--- src/rtl/gjic_pkg.sv ---
package gjic_pkg;
  localparam int NSRC = 5;
  localparam int B_OOM  = 0;
  localparam int B_BIN  = 1;
  localparam int B_RND  = 2;
  localparam int B_CMP  = 3;
  localparam int B_PROT = 4;

  localparam int A_STATUS = 0;
  localparam int A_CLEAR  = 1;
  localparam int A_MSET   = 2;
  localparam int A_MCLR   = 3;
  localparam int A_MASK   = 4;
  localparam int A_PBASE  = 5;
  localparam int A_PSIZE  = 6;
endpackage

--- src/rtl/gjic_regif.sv ---
module gjic_regif
  import gjic_pkg::*;
#(
  parameter int ADDR_W = 4,
  parameter int DATA_W = 32
) (
  input  logic              clk,
  input  logic              rst,
  input  logic [ADDR_W-1:0] reg_addr,
  input  logic [DATA_W-1:0] reg_wdata,
  input  logic              reg_we,
  input  logic [NSRC-1:0]   status,
  input  logic [NSRC-1:0]   mask,
  output logic [NSRC-1:0]   clr_vec,
  output logic [NSRC-1:0]   mset_vec,
  output logic [NSRC-1:0]   mclr_vec,
  output logic              size_wr,
  output logic [DATA_W-1:0] pool_base,
  output logic [DATA_W-1:0] pool_size,
  output logic              pool_load,
  output logic [DATA_W-1:0] rdata
);
  localparam int PAD_W = DATA_W - NSRC;

  logic hit_clr, hit_mset, hit_mclr, hit_base;
  logic [DATA_W-1:0] rd_next;

  always_comb begin
    hit_clr  = reg_we && (reg_addr == ADDR_W'(A_CLEAR));
    hit_mset = reg_we && (reg_addr == ADDR_W'(A_MSET));
    hit_mclr = reg_we && (reg_addr == ADDR_W'(A_MCLR));
    hit_base = reg_we && (reg_addr == ADDR_W'(A_PBASE));
    size_wr  = reg_we && (reg_addr == ADDR_W'(A_PSIZE));
    clr_vec  = hit_clr  ? reg_wdata[NSRC-1:0] : '0;
    mset_vec = hit_mset ? reg_wdata[NSRC-1:0] : '0;
    mclr_vec = hit_mclr ? reg_wdata[NSRC-1:0] : '0;
  end

  always_ff @(posedge clk) begin
    if (rst) begin
      pool_base <= '0;
      pool_size <= '0;
      pool_load <= 1'b0;
    end else begin
      if (hit_base) pool_base <= reg_wdata;
      if (size_wr)  pool_size <= reg_wdata;
      pool_load <= size_wr;
    end
  end

  always_comb begin
    case (reg_addr)
      ADDR_W'(A_STATUS): rd_next = {{PAD_W{1'b0}}, status};
      ADDR_W'(A_MASK):   rd_next = {{PAD_W{1'b0}}, mask};
      ADDR_W'(A_PBASE):  rd_next = pool_base;
      ADDR_W'(A_PSIZE):  rd_next = pool_size;
      default:           rd_next = '0;
    endcase
  end

  always_ff @(posedge clk) begin
    if (rst) rdata <= '0;
    else     rdata <= rd_next;
  end

  AST_LOAD_ONE_CYCLE: assert property (@(posedge clk) disable iff (rst)
    pool_load |-> !$past(pool_load) || $past(size_wr));
endmodule

--- src/rtl/gjic_mask.sv ---
module gjic_mask
  import gjic_pkg::*;
(
  input  logic            clk,
  input  logic            rst,
  input  logic [NSRC-1:0] mset_vec,
  input  logic [NSRC-1:0] mclr_vec,
  output logic [NSRC-1:0] mask
);
  for (genvar i = 0; i < NSRC; i++) begin : g_bit
    always_ff @(posedge clk) begin
      if (rst)              mask[i] <= 1'b1;
      else if (mset_vec[i]) mask[i] <= 1'b1;
      else if (mclr_vec[i]) mask[i] <= 1'b0;
    end

    AST_MASK_SET: assert property (@(posedge clk) disable iff (rst)
      mset_vec[i] |=> mask[i]);
    AST_MASK_CLR: assert property (@(posedge clk) disable iff (rst)
      (mclr_vec[i] && !mset_vec[i]) |=> !mask[i]);
  end

  AST_MASK_RESET: assert property (@(posedge clk) disable iff (rst)
    $past(rst) |-> (mask == '1));
endmodule

--- src/rtl/gjic_status.sv ---
module gjic_status
  import gjic_pkg::*;
(
  input  logic            clk,
  input  logic            rst,
  input  logic [NSRC-1:0] set_vec,
  input  logic [NSRC-1:0] clr_vec,
  output logic [NSRC-1:0] status
);
  for (genvar i = 0; i < NSRC; i++) begin : g_bit
    always_ff @(posedge clk) begin
      if (rst)             status[i] <= 1'b0;
      else if (set_vec[i]) status[i] <= 1'b1;
      else if (clr_vec[i]) status[i] <= 1'b0;
    end

    AST_SET_WINS: assert property (@(posedge clk) disable iff (rst)
      set_vec[i] |=> status[i]);
    AST_W1C_EXACT: assert property (@(posedge clk) disable iff (rst)
      (!set_vec[i] && !clr_vec[i]) |=> $stable(status[i]));
  end
endmodule

--- src/rtl/gjic_oom_track.sv ---
module gjic_oom_track (
  input  logic clk,
  input  logic rst,
  input  logic need_mem,
  input  logic bin_pulse,
  input  logic size_wr,
  output logic oom_set,
  output logic bin_set
);
  logic armed, held, bin_blocked;

  always_comb begin
    oom_set     = armed && need_mem;
    bin_blocked = bin_pulse && !armed;
    bin_set     = (bin_pulse && armed) || (size_wr && (held || bin_blocked));
  end

  always_ff @(posedge clk) begin
    if (rst) begin
      armed <= 1'b1;
      held  <= 1'b0;
    end else begin
      if (oom_set)      armed <= 1'b0;
      else if (size_wr) armed <= 1'b1;
      if (size_wr)          held <= 1'b0;
      else if (bin_blocked) held <= 1'b1;
    end
  end

  AST_OOM_ONCE: assert property (@(posedge clk) disable iff (rst)
    oom_set |=> !oom_set);
  AST_OOM_WAITS: assert property (@(posedge clk) disable iff (rst)
    (!armed && !size_wr) |=> !oom_set);
  AST_BIN_HELD: assert property (@(posedge clk) disable iff (rst)
    (bin_blocked && !size_wr) |=> held);
  AST_BIN_RELEASE: assert property (@(posedge clk) disable iff (rst)
    (held && size_wr) |-> bin_set);
endmodule

--- src/rtl/gjic_ctrl.sv ---
module gjic_ctrl
  import gjic_pkg::*;
#(
  parameter int ADDR_W = 4,
  parameter int DATA_W = 32
) (
  input  logic              clk,
  input  logic              rst,
  input  logic [ADDR_W-1:0] reg_addr,
  input  logic [DATA_W-1:0] reg_wdata,
  input  logic              reg_we,
  output logic [DATA_W-1:0] reg_rdata,
  input  logic              bin_done,
  input  logic              rnd_done,
  input  logic              cmp_done,
  input  logic              prot_viol,
  input  logic              bin_need_mem,
  output logic [DATA_W-1:0] pool_base,
  output logic [DATA_W-1:0] pool_size,
  output logic              pool_load,
  output logic              irq
);
  logic [NSRC-1:0] status, mask, clr_vec, mset_vec, mclr_vec, set_vec;
  logic size_wr, oom_set, bin_set;

  gjic_regif #(.ADDR_W(ADDR_W), .DATA_W(DATA_W)) u_regif (
    .clk(clk), .rst(rst), .reg_addr(reg_addr), .reg_wdata(reg_wdata),
    .reg_we(reg_we), .status(status), .mask(mask), .clr_vec(clr_vec),
    .mset_vec(mset_vec), .mclr_vec(mclr_vec), .size_wr(size_wr),
    .pool_base(pool_base), .pool_size(pool_size), .pool_load(pool_load),
    .rdata(reg_rdata)
  );

  gjic_oom_track u_oom (
    .clk(clk), .rst(rst), .need_mem(bin_need_mem), .bin_pulse(bin_done),
    .size_wr(size_wr), .oom_set(oom_set), .bin_set(bin_set)
  );

  always_comb begin
    set_vec         = '0;
    set_vec[B_OOM]  = oom_set;
    set_vec[B_BIN]  = bin_set;
    set_vec[B_RND]  = rnd_done;
    set_vec[B_CMP]  = cmp_done;
    set_vec[B_PROT] = prot_viol;
  end

  gjic_status u_status (
    .clk(clk), .rst(rst), .set_vec(set_vec), .clr_vec(clr_vec), .status(status)
  );

  gjic_mask u_mask (
    .clk(clk), .rst(rst), .mset_vec(mset_vec), .mclr_vec(mclr_vec), .mask(mask)
  );

  always_ff @(posedge clk) begin
    if (rst) irq <= 1'b0;
    else     irq <= |(status & ~mask);
  end

  AST_IRQ_FOLLOWS: assert property (@(posedge clk) disable iff (rst)
    irq |-> $past(|(status & ~mask)));
  AST_MASKED_QUIET: assert property (@(posedge clk) disable iff (rst)
    ($past(mask) == '1) |-> !irq);
endmodule

--- config.mk ---
export PLATFORM = sky130hd
export DESIGN_NAME = gjic_ctrl
export DESIGN_NICKNAME = d
export VERILOG_FILES = /design/src/rtl/gjic_pkg.sv /design/src/rtl/gjic_regif.sv /design/src/rtl/gjic_mask.sv /design/src/rtl/gjic_status.sv /design/src/rtl/gjic_oom_track.sv /design/src/rtl/gjic_ctrl.sv
export SDC_FILE = /design/constraint.sdc
export NUM_CORES = 1
export LEC_CHECK = 0
export ABC_AREA = 1
export BUFFER_PORTS_ARGS = -buffer_cell sky130_fd_sc_hd__buf_2
export CAP_MARGIN = 10
export CORE_ASPECT_RATIO = 0.5
export CORE_MARGIN = 10
export CORE_UTILIZATION = 49
export DETAILED_ROUTE_END_ITERATION = 6
export GPL_TIMING_DRIVEN = 1
export PLACE_DENSITY = 0.79
export SETUP_SLACK_MARGIN = 0.5
export SKIP_LAST_GASP = 1
export SLEW_MARGIN = 25
export SYNTH_ARGS = -nofsm -noshare
export SYNTH_HDL_FRONTEND = slang
export SYNTH_SLANG_ARGS = --single-unit
--- constraint.sdc ---
create_clock -name clk -period 1.2 [get_ports clk]
set_input_delay 0.06 -clock clk [delete_from_list [all_inputs] [get_ports clk]]
set_output_delay 0.06 -clock clk [all_outputs]
set_load 0.02 [all_outputs]
==> results of run 1 <==
## through the flow
step	cells	setup slack [ps]	instance area (um2)	TNS, ps	hold WS [ps]
2_1_floorplan	522	311	4210	0	163
3_3_place_gp	768	-69.0	5040	-1520	263
3_5_place_dp	768	-97.1	5040	-2860	270
4_1_cts	890	307	7430	0	-27.3
## cell families after synthesis
group	share of synthesized area, %
AND/OR/NAND/NOR	20.8
flip-flops	54.8
buffers and inverters	8.75
AO/OA/AOI/OAI	15.6
## timing repair
item | in CTS
hold buffers | 31
hold endpoints to repair | 44
gates cloned | 7
setup buffers | 68
pin swaps | 40
resized for setup | 402
setup endpoints to repair | 206
## synth_stat cells
master / n / area share, %
nand2_1: 148 / 14
dfxtp_1: 110 / 55
a21oi_1: 70 / 8.7
inv_1: 55 / 5.1
o21ai_0: 50 / 6.2
nand3_1: 28 / 3.5
nor2_1: 17 / 1.6
clkbuf_1: 9 / 0.84
buf_2: 8 / 1.0
buf_1: 5 / 0.47
nor2_2: 3 / 0.47
o21ai_1: 3 / 0.37
buf_4: 2 / 0.37
buf_6: 2 / 0.56
clkbuf_2: 2 / 0.25
nand3_2: 2 / 0.50
nand4_1: 2 / 0.31
o22ai_1: 2 / 0.31
clkinv_2: 1 / 0.12
nand2_2: 1 / 0.16
nor2_4: 1 / 0.28
nor3b_1: 1 / 0.19
==> results by group, run 1 <==
Synthesis
  • Synth Area per Inst: 7.70 um2
  • Synthesized flop and latch total: 110
  • Seq/Total Area, Yosys: 54.8%
  • Mapped Cells: about 520
  • YS warnings: 0
  • Yosys cell types: 22
  • Post-synth net total: 566
  • Synth Cell Area: 4020 um2

Placement
  • Port Buffers: 141
  • Routability cong.: 0.803
  • Post-DP HPWL: 8520 um

Status
  • Last stage: global routing
  • Run status: did not finish
  • Err: [ERROR DPL-0038] Utilization greater than 100%, impossible to legalize

Die
  • Initial Utilization: 50.2%
  • IO Pins: 142
  • DIE WIDTH: 148 um
  • Cell Rows: 23
  • Chip height: 84.0 um

Clocking
  • Max Root-Sink Buffers: 2
  • Root Driver: clkbuf_16
  • Num CTS Buffers: 9
  • Clk sinks: 110
  • H-tree levels: 3

STA
  • Kind of the worst endpoint: output port
  • Worst-path endpoint after global-route repair_timing: pool_size[0]

GRT
  • Pin count of the biggest net entering global routing: 44
==> run 2, diff against run 1 <==
--- a/config.mk
+++ b/config.mk
@@ -8,13 +8,11 @@
 export ABC_AREA = 1
 export BUFFER_PORTS_ARGS = -buffer_cell sky130_fd_sc_hd__buf_2
 export CAP_MARGIN = 10
-export CORE_ASPECT_RATIO = 0.5
 export CORE_MARGIN = 10
-export CORE_UTILIZATION = 49
+export CORE_UTILIZATION = 35
 export DETAILED_ROUTE_END_ITERATION = 6
 export GPL_TIMING_DRIVEN = 1
-export PLACE_DENSITY = 0.79
-export SETUP_SLACK_MARGIN = 0.5
+export PLACE_DENSITY_LB_ADDON = 0.15
 export SKIP_LAST_GASP = 1
 export SLEW_MARGIN = 25
 export SYNTH_ARGS = -nofsm -noshare
==> run 2 against run 1 <==
Against the previous run: the flow now finishes without violations; synthesized cell count is the same; area after synthesis did not move.
==> results by group, run 2 <==
STA
  • Normalized max-slew margin: 79.5%
  • Tcrit/Tclk final: 80.3%
  • Tightest Pin Transition: 308 ps
  • Endpoints failing hold: 0
  • Fmax: 1040 MHz
  • Tmin final: between 900 and 1000 ps
  • Layout Skew: 5.38 ps
  • Final Setup Violations: 0
  • Max Slew Vio Count: 0
  • RSZ-0062 raised after global routing: no
  • Setup TNS: 0 ps
  • WHS: 29.7 ps

Synthesis
  • Ys async rst share: 0%
  • Leading area contributor after synthesis: dfxtp_1
  • Synth area leaders: dfxtp_1 (55%), nand2_1 (14%), a21oi_1 (8.7%)
  • Post-synth net total: 566
  • Yosys cell types: 22
  • Seq/Total Area, Yosys: between 50% and 60%
  • Synthesized flop and latch total: 110
  • Mapped Cells: 522
  • Synth Area per Inst: 7.70 um2
  • Top FF cell, synth: dfxtp_1
  • YS warnings: 0
  • Most numerous cell in the Yosys netlist: nand2_1
  • Commonest cells in the synthesized netlist: nand2_1 (148), dfxtp_1 (110), a21oi_1 (70)
  • Share of the synthesized area in the top cell type: 54.8%
  • Post-synth EDFFs: 0
  • Synth Cell Area: 4020 um2

Clocking
  • Root Driver: clkbuf_16
  • Clk sinks: 110
  • Clock Latency Late Sink: ~340 ps
  • Post-CTS sizing: 0
  • Worst-path clk slew: 70 ps
  • Max Root-Sink Buffers: 2
  • H-tree levels: 3
  • Num CTS Buffers: 9
  • Hold-fix buffers, CTS: 35
  • CTS tree: yes
  • Post-CTS Repair Setup Buffers: 0

GRT
  • Total grt overflow: 0
  • First-pass GRT wire length: between 20000 and 25000 um
  • Initial antenna violation count: 1
  • Vias in the first global route: between 3000 and 4000
  • Pin count of the biggest net entering global routing: 35
  • Total track usage: 15.3%

Drt
  • Total vias in the final route: 3930
  • Antenna viol nets, final: 0
  • Drt via density: approximately 4.6
  • 1st-iter DRT viols: 224
  • Wire per inst: approximately 15 um
  • Drt first pass iters: 5
  • Post-route DRC violation count: 0
  • Detailed Route WL: 12700 um

Die
  • Chip height: 127 um
  • Area of the die: 16200 um2
  • Core area: 11300 um2
  • Initial Utilization: 35.5%
  • IO Pins: 142
  • Cell Rows: 39
  • DIE WIDTH: between 100 and 150 um

Placement
  • Post-DP HPWL: roughly 9100 um
  • Port Buffers: approximately 140
  • Routability cong.: 0.822

Worst setup path
  • Worst Reg-to-Reg Cells: 4
  • CP peak stage delay: 380 ps
  • Worst path cell trace: buf_2
  • Reg2reg setup slack: 320 ps
  • WP buf/inv: 1
  • FF-to-FF End: u_regif.rdata[1]
  • CP Data Required Time: 1140 ps
  • CP endpoint kind: primary output
  • Family with the most delay on the worst path: flip-flops
  • Crit Reg-Reg Startpoint: u_regif.pool_base[1]
  • Crit path kind: reg -> out
  • Crit path DAT: 900 ps
  • Crit start category: register
  • Critical Path Slowest Stage Cell: dfxtp_1
  • CP max FO: 3

Worst hold path
  • Worst Hold Depth: 3
  • Hold Startpoint: bin_need_mem
  • Worst Hold Endpoint: u_status.status[0]
  • Min-delay worst type: in -> reg

Power
  • Leak pwr: roughly 2.7 nW
  • PD cells: 1290 nW/um2
  • Max IR drop VDD: 753 uV

Final layout
  • Top flop regs: u_regif.pool_base (32), u_regif.pool_size (32), u_regif.rdata (32)
  • Area grow syn2layout: 41.8%
  • Share of layout cells above drive strength 1: about a quarter
  • # fillers: between 1000 and 1500
  • Nets@finish: around 750
  • Most used cells in the layout excluding fill and tap cells: nand2_1 (148), buf_2 (141), dfxtp_1 (110)
  • Leading cell type in the layout, fill and taps excluded: nand2_1

Status
  • Run status: complete, no violations

Job
  • Number of max-cap violations: 0
## run 2: cell counts after synthesis
Identical to the previous run, type by type.
## run 2: logic make-up after synthesis
| family | share of synthesized area, % |
|---|---|
| buf+inv | 8.75 |
| simple gates | 20.8 |
| flops | 54.8 |
| compound gates | 15.6 |
## run 2: routing by layer
| metal | GRT usage [%] | routed length, um | up-vias |
|---|---|---|---|
| li1 | - | - | 2027 |
| met1 | 18.6 | 5600 | 1781 |
| met2 | 25.5 | 6150 | 108 |
| met3 | 4.22 | 794 | 14 |
| met4 | 5.43 | 172 | 0 |
| met5 | 0 | 0 | - |
## run 2: per-stage QoR
| stage | instance area, um2 | util (%) | std cells | setup slack [ps] | power [mW] |
|---|---|---|---|---|---|
| finish | 5700 | 50.3 | 851 | 237 | 7.35 |
| global route | 5690 | 50.3 | 850 | 137 | 7.64 |
| CTS | 5690 | 50.3 | 850 | 217 | 7.42 |
| detailed placement | 5050 | 44.6 | 800 | -110 | 4.40 |
| global placement | 5050 | 44.6 | 800 | -79.3 | 4.40 |
| floorplan | 4020 | - | 522 | 278 | 4.11 |
## run 2: worst max path at each step
stage	startpoint	to	slack, ps	cells after the start
after floorplan	reg_addr[3]	u_regif.pool_base[11]	280	6
after global placement	reg_addr[3]	u_regif.rdata[1]	-80	9
after detailed placement	reg_addr[3]	u_regif.rdata[1]	-110	9
after CTS	u_regif.pool_size[6]	pool_size[6]	220	1
after global routing	reg_addr[3]	u_regif.rdata[2]	140	9
final	u_regif.pool_size[1]	pool_size[1]	240	1
## run 2: layout make-up
class	count	area, um2	share of cell area, %
Timing Repair Buffer	198	1350	23.6
Clock inverter	4	47.5	0.835
Tap cell	143	179	3.14
Antenna cell	1	2.50	0.0439
Multi-Input combinational cell	328	1460	25.7
Sequential cell	110	2200	38.7
Clock buffer	11	243	4.26
Inverter	56	211	3.71
## run 2: power breakdown
group / internal [mW] / switching, mW
Clock: 1.66 / 1.29
Combinational: 0.283 / 0.365
Sequential: 3.71 / 0.0453
Total: 5.66 / 1.70
Power figures use the tool's default switching activity.
==> run 3, diff against run 2 <==
==> constraint.sdc (replaced) <==
create_clock -name clk -period 0.9 [get_ports clk]
set_input_delay 0.045 -clock clk [delete_from_list [all_inputs] [get_ports clk]]
set_output_delay 0.045 -clock clk [all_outputs]
set_load 0.02 [all_outputs]
==> run 3 against run 2 <==
Against the previous run: clock power increased by 45%; critical path depth unchanged; largest cell class unchanged; first-iteration DRC count decreased by 17%; register-to-register slack got worse by 260 ps.
==> results by group, run 3 (synthesis results as in run 2) <==
Status
  • Run status: complete, no violations

GRT
  • Initial antenna violation count: 0
  • First-pass GRT wire length: 20600 um
  • Vias in the first global route: around 4000
  • Total track usage: between 10% and 20%
  • Total grt overflow: 0
  • Pin count of the biggest net entering global routing: 33

Power
  • P_sw: 2.41 mW
  • Comb pwr share: a little under a tenth
  • Sequential share of power: 48.8%
  • PD cells: 1600 nW/um2
  • P_int: between 7 and 8 mW
  • Leak pwr: between 2 and 3 nW
  • Max IR drop VDD: 1190 uV
  • Net Sw Frac: 23.5%
  • Clock group share of total power: 41.8%

STA
  • RSZ-0062 raised after global routing: yes
  • Tightest Pin Transition: 330 ps
  • Layout Skew: ~5.3 ps
  • WHS: 76.9 ps
  • Setup TNS: 0 ps
  • Normalized max-slew margin: 78.0%
  • Final setup margin: 14.2 ps
  • Tmin final: 886 ps
  • Endpoints failing hold: 0
  • Max Slew Vio Count: 0
  • Final Setup Violations: 0
  • Tcrit/Tclk final: 98.4%
  • Fmax: 1130 MHz

Final layout
  • Most used cells in the layout excluding fill and tap cells: nand2_1 (147), buf_4 (91), a21oi_1 (69)
  • # fillers: 1051
  • Final core occ: 56.6%
  • Share of layout cells above drive strength 1: about two fifths
  • Area grow syn2layout: 59.5%
  • Ant diodes: 0
  • Nets@finish: just under 800
  • Leading cell type in the layout, fill and taps excluded: nand2_1
  • Top flop regs: u_regif.pool_base (32), u_regif.pool_size (32), u_regif.rdata (32)
  • Fin area: 6410 um2

Worst hold path
  • Worst Hold Depth: 4
  • Min-delay worst type: in -> reg
  • Hold Startpoint: rst
  • Worst Hold Endpoint: u_regif.pool_size[0]

Worst setup path
  • Crit Reg-Reg Startpoint: u_status.status[1]
  • CP Data Required Time: 850 ps
  • WP buf/inv: 1
  • Crit path kind: reg -> out
  • Critical Path Slowest Stage Cell: dfxtp_4
  • CP endpoint kind: primary output
  • Worst Reg-to-Reg Cells: 4
  • Worst path cell trace: buf_6
  • FF-to-FF End: irq
  • Crit path DAT: 840 ps
  • Crit start category: register
  • CP max FO: 3
  • Reg2reg setup slack: about 60 ps
  • Family with the most delay on the worst path: flip-flops
  • CP peak stage delay: about 360 ps

Clocking
  • Clock Latency Late Sink: between 300 and 400 ps
  • Max Root-Sink Buffers: 2
  • H-tree levels: 3
  • Root Driver: clkbuf_16
  • Num CTS Buffers: 9
  • Clk sinks: 110
  • Worst-path clk slew: 70 ps
  • CTS tree: yes

Drt
  • Drt via density: 4.68
  • Detailed Route WL: between 10000 and 15000 um
  • Antenna viol nets, final: 0
  • Total vias in the final route: between 4000 and 5000
  • Post-route DRC violation count: 0
  • Drt first pass iters: 4
  • 1st-iter DRT viols: 186
  • Wire per inst: roughly 15 um

Die
  • DIE WIDTH: ~130 um
  • Core area: 11300 um2
  • Area of the die: 16200 um2
  • IO Pins: 142
  • Cell Rows: 39
  • Initial Utilization: 35.5%
  • Chip height: ~130 um

Placement
  • Post-DP HPWL: 9410 um
  • Port Buffers: 141
  • Post-place instance area: 5130 um2
  • DP Worst Slack: -253 ps
  • Routability cong.: 0.807

Job
  • Number of max-cap violations: 0
## run 3: power by group through the flow
stage | combinational (mW) | clock, mW | sequential [mW]
2_1_floorplan | 0.299 | 0 | 5.19
3_3_place_gp | 0.761 | 0 | 5.12
3_5_place_dp | 0.768 | 0 | 5.13
4_1_cts | 0.926 | 4.37 | 5.02
5_1_grt | 1.06 | 4.54 | 5.03
6_report | 0.968 | 4.29 | 5.02
## run 3: how the worst max path moves through the flow
stage,cells after the start,slack [ps],end,start
after detailed placement,8,-250,u_regif.rdata[1],reg_addr[0]
after global placement,7,-260,u_status.status[0],reg_addr[0]
after CTS,1,-20,pool_size[1],u_regif.pool_size[1]
after floorplan,6,-6,u_regif.pool_base[11],reg_addr[3]
after global routing,10,-20,u_regif.rdata[1],reg_addr[3]
final,1,10,pool_size[1],u_regif.pool_size[1]
## run 3: cell type report
class	instances	area (um2)	area share, %
multi-input cells	328	1480	23.0
clock inverters	7	96.3	1.50
flip-flops and latches	110	2300	35.9
well taps	143	179	2.79
inverters	56	211	3.30
repair buffers	234	1920	30.0
clock buffers	9	225	3.51
## run 3: timing repair
| action | CTS | global route |
|---|---|---|
| resized for setup | 130 | 62 |
| hold buffers | 36 | 0 |
| pin swaps | 0 | 1 |
| setup buffers | 5 | 16 |
| hold endpoints to repair | 44 | 0 |
| setup endpoints to repair | 69 | 70 |
## run 3: through the flow
stage               cells  power (mW)
finish                887        10.3
global route          887        10.6
CTS                   871        10.3
detailed placement    814        5.89
global placement      814        5.88
floorplan             522        5.48
## run 3: per-layer routing
| metal | track usage (%) | vias up | wire (um) |
|---|---|---|---|
| met5 | 0 | - | 0 |
| met4 | 5.43 | 0 | 197 |
| met3 | 4.84 | 14 | 921 |
| met2 | 26.2 | 123 | 6390 |
| met1 | 18.4 | 1918 | 5780 |
| li1 | - | 2093 | - |
